### config.mk
export PLATFORM = sky130hd
export DESIGN_NAME = vol_serial_port
export DESIGN_NICKNAME = d
export VERILOG_FILES = /design/src/rtl/volp_pkg.sv /design/src/rtl/volp_sync.sv /design/src/rtl/volp_frame.sv /design/src/rtl/volp_regs.sv /design/src/rtl/vol_serial_port.sv
export SDC_FILE = /design/constraint.sdc
export NUM_CORES = 1
export LEC_CHECK = 0
export BUFFER_PORTS_ARGS = -buffer_cell sky130_fd_sc_hd__buf_2
export CAP_MARGIN = 0
export CORE_UTILIZATION = 45
export CTS_CLUSTER_DIAMETER = 40
export DETAILED_ROUTE_END_ITERATION = 8
export PLACE_DENSITY = 0.69
export SLEW_MARGIN = 20
export SYNTH_ARGS = -nofsm -noshare
export SYNTH_HDL_FRONTEND = slang
export SYNTH_SLANG_ARGS = --single-unit
export TNS_END_PERCENT = 20
### constraint.sdc
create_clock -name clk -period 1.8 [get_ports clk]
set_input_delay 0.36 -clock clk [delete_from_list [all_inputs] [get_ports clk]]
set_output_delay 0.36 -clock clk [all_outputs]
set_load 0.005 [all_outputs]
### src/rtl/volp_pkg.sv
package volp_pkg;

    localparam int BYTE_W     = 8;
    localparam int FRAME_BITS = 2 * BYTE_W;
    localparam int CNT_W      = $clog2(FRAME_BITS + 2);
    localparam int SEL_W      = 4;

    localparam logic [SEL_W-1:0] SEL_RIGHT  = 4'b1110;
    localparam logic [SEL_W-1:0] SEL_LEFT   = 4'b1101;
    localparam logic [SEL_W-1:0] SEL_THRESH = 4'b1100;
    localparam logic [SEL_W-1:0] SEL_STATUS = 4'b1011;
    localparam logic [SEL_W-1:0] SEL_BOTH   = 4'b1001;

    typedef struct packed {
        logic [SEL_W-1:0]  sel;
        logic              rd;
        logic [BYTE_W-1:0] data;
    } frame_t;

    // Which gain channels a write selector targets: {left, right}
    function automatic logic [1:0] gain_targets(logic [SEL_W-1:0] sel);
        logic [1:0] hit;
        case (sel)
            SEL_LEFT:  hit = 2'b10;
            SEL_RIGHT: hit = 2'b01;
            SEL_BOTH:  hit = 2'b11;
            default:   hit = 2'b00;
        endcase
        return hit;
    endfunction

endpackage

### src/rtl/volp_sync.sv
module volp_sync #(
    parameter int          WIDTH   = 3,
    parameter int          STAGES  = 2,
    parameter logic [WIDTH-1:0] RST_VAL = '0
) (
    input  logic             clk,
    input  logic             rst,
    input  logic [WIDTH-1:0] async_i,
    output logic [WIDTH-1:0] sync_o
);

    logic [WIDTH-1:0] stg [STAGES];

    genvar s;
    generate
        for (s = 0; s < STAGES; s++) begin : g_stage
            if (s == 0) begin : g_first
                always_ff @(posedge clk) begin
                    if (rst) stg[0] <= RST_VAL;
                    else     stg[0] <= async_i;
                end
            end else begin : g_next
                always_ff @(posedge clk) begin
                    if (rst) stg[s] <= RST_VAL;
                    else     stg[s] <= stg[s-1];
                end
            end
        end
    endgenerate

    assign sync_o = stg[STAGES-1];

endmodule

### src/rtl/volp_frame.sv
module volp_frame
    import volp_pkg::*;
(
    input  logic              clk,
    input  logic              rst,
    input  logic              csn_s,
    input  logic              sck_s,
    input  logic              sdi_s,
    input  logic [BYTE_W-1:0] rd_data_i,
    output logic              hdr_valid_o,
    output logic [SEL_W-1:0]  hdr_sel_o,
    output logic              hdr_rd_o,
    output logic              commit_wr_o,
    output logic              commit_rd_o,
    output frame_t            frame_o,
    output logic              sdo_o,
    output logic              sdo_oe_o
);

    localparam logic [CNT_W-1:0] CNT_HDR  = CNT_W'(BYTE_W - 1);
    localparam logic [CNT_W-1:0] CNT_DATA = CNT_W'(BYTE_W);
    localparam logic [CNT_W-1:0] CNT_FULL = CNT_W'(FRAME_BITS);
    localparam logic [CNT_W-1:0] CNT_OVER = CNT_W'(FRAME_BITS + 1);

    logic              sck_prev_q;
    logic              sck_rise, sck_fall;
    logic [CNT_W-1:0]  cnt_q;
    logic [BYTE_W-1:0] sh_q;
    logic [BYTE_W-1:0] tx_q;
    logic [SEL_W-1:0]  sel_q;
    logic              rd_q;
    logic              hdr_valid_q;
    logic              commit_wr_q, commit_rd_q;
    logic              sdo_q, oe_q;
    logic              in_data_phase;

    assign sck_rise      = sck_s & ~sck_prev_q;
    assign sck_fall      = ~sck_s & sck_prev_q;
    assign in_data_phase = (cnt_q >= CNT_DATA) && (cnt_q < CNT_FULL);

    always_ff @(posedge clk) begin
        if (rst) begin
            sck_prev_q  <= 1'b0;
            cnt_q       <= '0;
            sh_q        <= '0;
            tx_q        <= '0;
            sel_q       <= '0;
            rd_q        <= 1'b0;
            hdr_valid_q <= 1'b0;
            commit_wr_q <= 1'b0;
            commit_rd_q <= 1'b0;
            sdo_q       <= 1'b0;
            oe_q        <= 1'b0;
        end else begin
            sck_prev_q  <= sck_s;
            hdr_valid_q <= 1'b0;
            commit_wr_q <= 1'b0;
            commit_rd_q <= 1'b0;

            if (hdr_valid_q && rd_q) begin
                tx_q <= rd_data_i;
            end

            if (csn_s) begin
                // End of frame: only an exact sixteen-bit frame is acted on
                if (cnt_q == CNT_FULL) begin
                    commit_wr_q <= ~rd_q;
                    commit_rd_q <= rd_q;
                end
                cnt_q <= '0;
                oe_q  <= 1'b0;
            end else begin
                if (sck_rise && (cnt_q != CNT_OVER)) begin
                    sh_q  <= {sh_q[BYTE_W-2:0], sdi_s};
                    cnt_q <= cnt_q + 1'b1;
                    if (cnt_q == CNT_HDR) begin
                        sel_q       <= sh_q[5:2];
                        rd_q        <= sh_q[1];
                        hdr_valid_q <= 1'b1;
                    end
                end
                if (sck_fall && rd_q && in_data_phase) begin
                    sdo_q <= tx_q[BYTE_W-1];
                    tx_q  <= {tx_q[BYTE_W-2:0], 1'b0};
                    oe_q  <= 1'b1;
                end
            end
        end
    end

    assign hdr_valid_o  = hdr_valid_q;
    assign hdr_sel_o    = sel_q;
    assign hdr_rd_o     = rd_q;
    assign commit_wr_o  = commit_wr_q;
    assign commit_rd_o  = commit_rd_q;
    assign frame_o.sel  = sel_q;
    assign frame_o.rd   = rd_q;
    assign frame_o.data = sh_q;
    assign sdo_o        = sdo_q;
    assign sdo_oe_o     = oe_q;

endmodule

### src/rtl/volp_regs.sv
module volp_regs
    import volp_pkg::*;
#(
    parameter logic [BYTE_W-1:0] GAIN_RST   = 8'h00,
    parameter logic [BYTE_W-1:0] THRESH_RST = 8'hFF
) (
    input  logic              clk,
    input  logic              rst,
    input  logic              hdr_valid_i,
    input  logic [SEL_W-1:0]  hdr_sel_i,
    input  logic              hdr_rd_i,
    input  logic              commit_wr_i,
    input  logic              commit_rd_i,
    input  frame_t            frame_i,
    input  logic              ovl_left_i,
    input  logic              ovl_right_i,
    output logic [BYTE_W-1:0] rd_data_o,
    output logic [BYTE_W-1:0] gain_left_o,
    output logic [BYTE_W-1:0] gain_right_o,
    output logic [BYTE_W-1:0] thresh_o,
    output logic              upd_left_o,
    output logic              upd_right_o
);

    logic [BYTE_W-1:0] gain_l_q, gain_r_q, thresh_q;
    logic [1:0]        stat_q, snap_q, stat_clr;
    logic              upd_l_q, upd_r_q;
    logic [1:0]        hit;

    assign hit = commit_wr_i ? gain_targets(frame_i.sel) : 2'b00;

    always_ff @(posedge clk) begin
        if (rst) begin
            gain_l_q <= GAIN_RST;
            gain_r_q <= GAIN_RST;
            thresh_q <= THRESH_RST;
            upd_l_q  <= 1'b0;
            upd_r_q  <= 1'b0;
        end else begin
            upd_l_q <= hit[1];
            upd_r_q <= hit[0];
            if (hit[1]) gain_l_q <= frame_i.data;
            if (hit[0]) gain_r_q <= frame_i.data;
            if (commit_wr_i && (frame_i.sel == SEL_THRESH)) thresh_q <= frame_i.data;
        end
    end

    // Sticky overload flags; a finished status read clears what it reported
    assign stat_clr = (commit_rd_i && (frame_i.sel == SEL_STATUS)) ? snap_q : 2'b00;

    always_ff @(posedge clk) begin
        if (rst) begin
            stat_q <= 2'b00;
            snap_q <= 2'b00;
        end else begin
            stat_q <= (stat_q & ~stat_clr) | {ovl_left_i, ovl_right_i};
            if (hdr_valid_i && hdr_rd_i && (hdr_sel_i == SEL_STATUS)) snap_q <= stat_q;
        end
    end

    always_comb begin
        case (hdr_sel_i)
            SEL_RIGHT:  rd_data_o = gain_r_q;
            SEL_LEFT:   rd_data_o = gain_l_q;
            SEL_THRESH: rd_data_o = thresh_q;
            SEL_STATUS: rd_data_o = {{(BYTE_W-2){1'b0}}, stat_q};
            default:    rd_data_o = '0;
        endcase
    end

    assign gain_left_o  = gain_l_q;
    assign gain_right_o = gain_r_q;
    assign thresh_o     = thresh_q;
    assign upd_left_o   = upd_l_q;
    assign upd_right_o  = upd_r_q;

endmodule

### src/rtl/vol_serial_port.sv
module vol_serial_port
    import volp_pkg::*;
#(
    parameter int                SYNC_STAGES = 2,
    parameter logic [BYTE_W-1:0] GAIN_RST    = 8'h00,
    parameter logic [BYTE_W-1:0] THRESH_RST  = 8'hFF
) (
    input  logic              clk,
    input  logic              rst,
    input  logic              csn_i,
    input  logic              sck_i,
    input  logic              sdio_i,
    output logic              sdio_o,
    output logic              sdio_oe_o,
    input  logic              ovl_left_i,
    input  logic              ovl_right_i,
    output logic [BYTE_W-1:0] gain_left_o,
    output logic [BYTE_W-1:0] gain_right_o,
    output logic [BYTE_W-1:0] thresh_o,
    output logic              upd_left_o,
    output logic              upd_right_o
);

    logic [2:0]        line_s;
    logic              hdr_valid, hdr_rd, commit_wr, commit_rd;
    logic [SEL_W-1:0]  hdr_sel;
    logic [BYTE_W-1:0] rd_data;
    frame_t            frame;

    // line order: {select, clock, data}; select idles high
    volp_sync #(
        .WIDTH   (3),
        .STAGES  (SYNC_STAGES),
        .RST_VAL (3'b100)
    ) u_sync (
        .clk     (clk),
        .rst     (rst),
        .async_i ({csn_i, sck_i, sdio_i}),
        .sync_o  (line_s)
    );

    volp_frame u_frame (
        .clk         (clk),
        .rst         (rst),
        .csn_s       (line_s[2]),
        .sck_s       (line_s[1]),
        .sdi_s       (line_s[0]),
        .rd_data_i   (rd_data),
        .hdr_valid_o (hdr_valid),
        .hdr_sel_o   (hdr_sel),
        .hdr_rd_o    (hdr_rd),
        .commit_wr_o (commit_wr),
        .commit_rd_o (commit_rd),
        .frame_o     (frame),
        .sdo_o       (sdio_o),
        .sdo_oe_o    (sdio_oe_o)
    );

    volp_regs #(
        .GAIN_RST   (GAIN_RST),
        .THRESH_RST (THRESH_RST)
    ) u_regs (
        .clk          (clk),
        .rst          (rst),
        .hdr_valid_i  (hdr_valid),
        .hdr_sel_i    (hdr_sel),
        .hdr_rd_i     (hdr_rd),
        .commit_wr_i  (commit_wr),
        .commit_rd_i  (commit_rd),
        .frame_i      (frame),
        .ovl_left_i   (ovl_left_i),
        .ovl_right_i  (ovl_right_i),
        .rd_data_o    (rd_data),
        .gain_left_o  (gain_left_o),
        .gain_right_o (gain_right_o),
        .thresh_o     (thresh_o),
        .upd_left_o   (upd_left_o),
        .upd_right_o  (upd_right_o)
    );

endmodule

==> results of run 1 <==
## cell families (layout without fill, tap and decap cells)
family	count (synthesis)	in the layout
multiplexers	32	32
AO/OA/AOI/OAI	45	45
AND/OR/NAND/NOR	131	131
flip-flops	68	68
buffers and inverters	22	65
adder cells (fa/ha/maj)	3	3
XOR/XNOR	4	4
## synthesized netlist by cell type, types with 6 or more instances
| cell type | number |
|---|---|
| dfxtp_1 | 68 |
| nor2_1 | 48 |
| mux2i_1 | 32 |
| nand2_1 | 30 |
| nor2b_1 | 16 |
| a21oi_1 | 15 |
| o21ai_0 | 13 |
| clkbuf_1 | 9 |
| a211o_1 | 8 |
| and2_1 | 8 |
| inv_1 | 6 |
| nand3b_1 | 6 |
## metrics by stage
stage | hold WS (ns) | total power, mW | utilization | setup slack (ns) | instances
after detailed placement | 0.403 | 1.61 | 0.516 | 0.171 | 407
after global placement | 0.392 | 1.61 | 0.516 | 0.260 | 407
after global routing | 0.195 | 2.89 | 0.548 | 0.0412 | 423
final | 0.193 | 2.80 | 0.548 | 0.165 | 423
after floorplan | 0.389 | 1.59 | - | 0.317 | 305
after CTS | 0.181 | 2.83 | 0.548 | 0.148 | 423
## worst max-delay path by stage
stage               slack [ns]                      to                 start
finish                    0.16  u_regs.gain_right_o[0]  u_frame.hdr_sel_o[1]
global placement          0.26         u_frame.tx_q[1]      u_frame.hdr_rd_o
detailed placement        0.17  u_regs.gain_right_o[6]  u_frame.hdr_sel_o[1]
global route              0.04         u_frame.tx_q[6]  u_frame.hdr_sel_o[1]
CTS                       0.15  u_regs.gain_right_o[6]  u_frame.hdr_sel_o[1]
floorplan                 0.32      u_regs.thresh_o[3]  u_frame.hdr_sel_o[2]
## cell usage in the layout (no fill, tap or decap), drive strengths merged, types with 2 or more instances in the layout
cell / instances
dfxtp: 68
nor2: 48
buf: 43
mux2i: 32
nand2: 30
nor2b: 16
a21oi: 16
o21ai: 13
clkbuf: 10
and2: 8
a211o: 8
inv: 7
nand3b: 6
a311oi: 6
or2: 4
nand4: 3
xor2: 3
ha: 3
nand3: 3
nor3: 3
nand4b: 2
clkinv: 2
clkinvlp: 2
nor3b: 2
## power groups by stage
stage	Clock (mW)	Combinational (mW)	Sequential (mW)
global route	1.31	0.0613	1.52
floorplan	0	0.0360	1.55
detailed placement	0	0.0557	1.55
CTS	1.26	0.0559	1.52
global placement	0	0.0549	1.55
finish	1.23	0.0549	1.52
## routing by layer
metal	GRT usage	wire (µm)	vias up
met2	0.282	2620	36
li1	-	-	1112
met1	0.271	2950	966
met3	0.0393	188	13
met5	0	0	-
met4	0.129	172	0
## sequential cells by signal, indices dropped and copies added, names as in the netlist
| signal | cells |
|---|---|
| u_frame.commit_rd_o | 1 |
| u_frame.sck_prev_q | 1 |
| u_regs.stat_q | 2 |
| u_frame.tx_q | 8 |
| u_regs.upd_right_o | 1 |
| u_regs.upd_left_o | 1 |
| u_frame.hdr_rd_o | 1 |
| u_sync.stg | 6 |
| u_regs.thresh_o | 8 |
| u_frame.commit_wr_o | 1 |
| u_frame.hdr_valid_o | 1 |
| u_frame.sdo_o | 1 |
| u_regs.gain_left_o | 8 |
| u_regs.gain_right_o | 8 |
| u_frame.hdr_sel_o | 4 |
| u_frame.sh_q | 8 |
| u_frame.sdo_oe_o | 1 |
| u_regs.snap_q | 2 |
| u_frame.cnt_q | 5 |
## final cells by class
type                       count  area (µm²)
tap                           75        93.8
fill                         553        2710
clock inverter                 6        63.8
multi-input combinational    215        1360
inverter                       6        22.5
clock buffer                  10         128
timing repair buffer          43         250
sequential                    68        1360
## worst max-delay path: stages, from the launching register on
cell and delay [ns]:
dfxtp_1 0.40, or3b_4 0.44, a21oi_4 0.37, mux2i_1 0.27
nor2_1 0.05
==> reports/results.ini, run 1 <==
[floorplan]
rows=28
die_area_um2=6620
coreArea_um2=5990
fp.dieH_um=81.3
die_x_um=81.3
initial_utilization=0.473
ios=35

[global_routing]
grt_use_total=0.198
grt_pass1_vias=1998
grt.overflow.total=0
grt_max_degree=28
antenna_found_initial=0
grt_pass1_wl_um=9670

[sta]
skew_ns=0.00999
slew_violations=0
fin_tns_setup_ns=0
fin_crit_sh=0.909
fmax_mhz=611
relSlewSlack=0.645
worstMarginPinSlew_ns=0.532
rsz0062_at_grt=false
hold_violations=0
finalSetupViolCount=0
post-route-min-period_ns=1.64

[logic_synthesis]
yosys.area_share.simple=0.233
syn_inst=305
seq_area_frac_synth=0.481
synth_seq_cells=68
synth.top_cell.area_share=0.481
synth_xor_area_frac=0.0124
synth-async-reset-ratio=0
synthAdderAreaFrac=0.0133
yosysWarningCount=0
synth_mux_area_frac=0.113
ys.flop_type=dfxtp_1
yosysUniqueCellTypes=40
synthTopCellsByArea=dfxtp_1, mux2i_1, nor2_1
synth_area_per_cell_um2=9.29
synth_compound_area_frac=0.109
synth_top_family_by_area=simple AND/OR/NAND/NOR gates
synthesis.nets=315
synth_edf_count=0
synth_area_um2=2830
synth_top_area_cell=dfxtp_1

[worst_setup_path]
r2r-end=u_regs.gain_right_o[0]
critPathCaptureType=flip-flop
path_max_fanout=10
reg2reg_slack_ns=0.16
cp.arrival_ns=1.88
reg2reg_depth=4
criticalPathCategory=reg -> reg
cp.required_ns=2.04
r2r-start=u_frame.hdr_sel_o[1]
startpoint_type=flip-flop

[route]
firstDrtPassIters=4
drtIter0Drc=94
final_antenna_net_count=0
drc=0
vias_per_cell=5.03
vias=2127
routed_wl_um=5930
wl_per_cell_um=14.0

[power]
p_leak_nw=1.31
seq_power_share=0.542
switchingPower_uw=628
ir_drop_v=0.000507
pwr-share-clk=0.438
power_density_nw_per_um2=854
sw_frac_of_total=0.224
combinationalPowerShare=0.020
internal_power_mw=2.18

[placement]
postPlaceCellArea_um2=3090
gp_congestion=0.813
dp_hpwl_um=4040
io_buffers=34

[clock_network]
numCtsBuffers=9
cts.clk_slew.worst_paths_ns=0.07
cts_max_path_buffers=2
post_cts_resized=0
h-tree-depth=3
cts_sinks=68
clk_latency_ns=0.35
root_buffer=clkbuf_8
postCtsSetupBuffers=0
cts_tree=yes
cts_hold_buf=0

[cells_and_area]
drive_gt1_frac=0.201
design_area_um2=3280
diodes=0
area_delta_synth_final_pct=15.8
fin_nets=353

[run_status]
status=complete, no violations

[flow_run]
max-cap-violations=0

[min_path]
hold_depth=2
worstHoldStart=csn_i
min_to=u_sync.stg[0][2]
min_path_type=in -> reg

Note: power is estimated with default switching activity, not from simulation.
==> inputs of run 2 (changes only) <==
- CTS_BUF_LIST: default -> sky130_fd_sc_hd__clkbuf_4 sky130_fd_sc_hd__clkbuf_8
==> reports/results.ini, run 2 (synthesis gave the netlist of run 1 again) <==
[run_status]
status=complete, no violations  ; unchanged

[clock_network]
cts_tree=yes  ; unchanged
clk_latency_ns=0.35  ; about the same
h-tree-depth=3  ; unchanged
root_buffer=clkbuf_8  ; unchanged
cts_hold_buf=0  ; unchanged
cts_max_path_buffers=2  ; unchanged
postCtsSetupBuffers=0  ; unchanged
cts_sinks=68  ; unchanged
post_cts_resized=0  ; unchanged
cts.clk_slew.worst_paths_ns=0.07  ; about the same
numCtsBuffers=9  ; unchanged

[cells_and_area]
design_area_um2=3280  ; about the same
final_core_util=0.548  ; about the same
final_cell_mix=dfxtp_1, nor2_1, buf_2, mux2i_1, nand2_1  ; unchanged
stdcell_count=423  ; unchanged
fin_nets=353  ; unchanged
seq_area_um2=1360  ; unchanged
final_common_cell=dfxtp_1  ; unchanged
fill_cells=552  ; was 553
multiInputGateArea_um2=1360  ; unchanged
drive_gt1_frac=0.204  ; was 0.201
diodes=0  ; unchanged
area_delta_synth_final_pct=15.9  ; was 15.8%

[worst_setup_path]
cpLargestDelayFamily=simple AND/OR/NAND/NOR gates  ; unchanged
critPathCaptureType=flip-flop  ; unchanged
critPathSlowestCell=or3b_4  ; unchanged
cp.arrival_ns=1.88  ; about the same
path_max_fanout=10  ; unchanged
cp_num_buf_inv=0  ; unchanged
startpoint_type=flip-flop  ; unchanged
cp_cell_sequence=or3b_4, a21oi_4, mux2i_1, nor2_1  ; unchanged
criticalPathCategory=reg -> reg  ; unchanged
cp.required_ns=2.04  ; about the same
reg2reg_slack_ns=0.16  ; about the same
max_stage_delay_ns=0.44  ; about the same

[power]
power_density_nw_per_um2=859  ; was 854 nW/µm²
p_leak_nw=1.31  ; about the same
ir_drop_v=0.000515  ; was 0.000507 V

[floorplan]
die_area_um2=6620  ; unchanged
initial_utilization=0.473  ; unchanged
rows=28  ; unchanged
fp.dieH_um=81.3  ; unchanged
die_x_um=81.3  ; unchanged
ios=35  ; unchanged
coreArea_um2=5990  ; unchanged

[sta]
hold_violations=0  ; unchanged
worstMarginPinSlew_ns=0.537  ; was 0.532 ns
finalSetupViolCount=0  ; unchanged
rsz0062_at_grt=false  ; unchanged
fin_tns_setup_ns=0  ; unchanged
fmax_mhz=609  ; was 611 MHz
relSlewSlack=0.642  ; was 0.645
fin_crit_sh=0.913  ; was 0.909
post-route-min-period_ns=1.64  ; about the same
slew_violations=0  ; unchanged
skew_ns=0.0118  ; was 0.00999 ns

[global_routing]
antenna_found_initial=0  ; unchanged
grt_pass1_vias=2009  ; was 1998
grt_pass1_wl_um=9720  ; was 9670 µm
grt_use_total=0.200  ; was 0.198
grt_max_degree=28  ; unchanged
grt.overflow.total=0  ; unchanged

[route]
routed_wl_um=5960  ; was 5930 µm
firstDrtPassIters=4  ; unchanged
final_antenna_net_count=0  ; unchanged
drc=0  ; unchanged
wl_per_cell_um=14.1  ; was 14.0 µm
vias=2124  ; was 2127
vias_per_cell=5.02  ; was 5.03
drtIter0Drc=102  ; was 94

[placement]
io_buffers=34  ; unchanged
postPlaceCellArea_um2=3090  ; unchanged
dp_hpwl_um=4040  ; unchanged
gp_congestion=0.813  ; unchanged
placed_cells=407  ; unchanged

[min_path]
min_path_type=in -> reg  ; unchanged

[flow_run]
max-cap-violations=0  ; unchanged

[run 2: cell counts in the layout (fill, tap and decap cells not counted)]
Identical to the previous run, type by type.
[run 2: worst register-to-register path: cells and delay by family, from the launching register on]
family / cells / cell delay (ns)
simple gates: 2 / 0.49
flops: 1 / 0.40
compound gates: 1 / 0.37
mux: 1 / 0.27
[run 2: worst paths after layout]
path	depth (start not counted)	start	to
max reg2reg	4	u_frame.hdr_sel_o[1]	u_regs.gain_right_o[0]
min	2	csn_i	u_sync.stg[0][2]
min reg2reg	1	u_sync.stg[0][2]	u_sync.stg[1][2]
max	4	u_frame.hdr_sel_o[1]	u_regs.gain_right_o[0]
[run 2: stage by stage]
stage	worst slack [ns]	hold WS, ns	total power, mW
after floorplan	0.317	0.389	1.59
after detailed placement	0.171	0.403	1.61
after global routing	0.0440	0.195	2.91
after CTS	0.148	0.181	2.85
after global placement	0.260	0.392	1.61
final	0.157	0.191	2.82
[run 2: report_power, final]
group	leakage (nW)	internal (mW)	switching, mW	total, mW
Clock	0.0961	0.654	0.590	1.24
Sequential	0.550	1.51	0.00634	1.52
Combinational	0.667	0.0223	0.0327	0.0550
Total	1.31	2.19	0.629	2.82
[run 2: per-layer routing]
| metal | global-route usage | vias up | wire [µm] |
|---|---|---|---|
| met5 | 0 | - | 0 |
| met4 | 0.129 | 0 | 186 |
| met3 | 0.0393 | 14 | 151 |
| met2 | 0.284 | 34 | 2620 |
| met1 | 0.272 | 961 | 3000 |
| li1 | - | 1115 | - |
[run 2: area by class of cell]
| cell class | count | share of cell area |
|---|---|---|
| Sequential cell | 68 | 0.414 |
| Multi-Input combinational cell | 215 | 0.414 |
| Timing Repair Buffer | 43 | 0.0762 |
| Clock buffer | 10 | 0.0400 |
| Tap cell | 75 | 0.0286 |
| Clock inverter | 6 | 0.0194 |
| Inverter | 6 | 0.00686 |
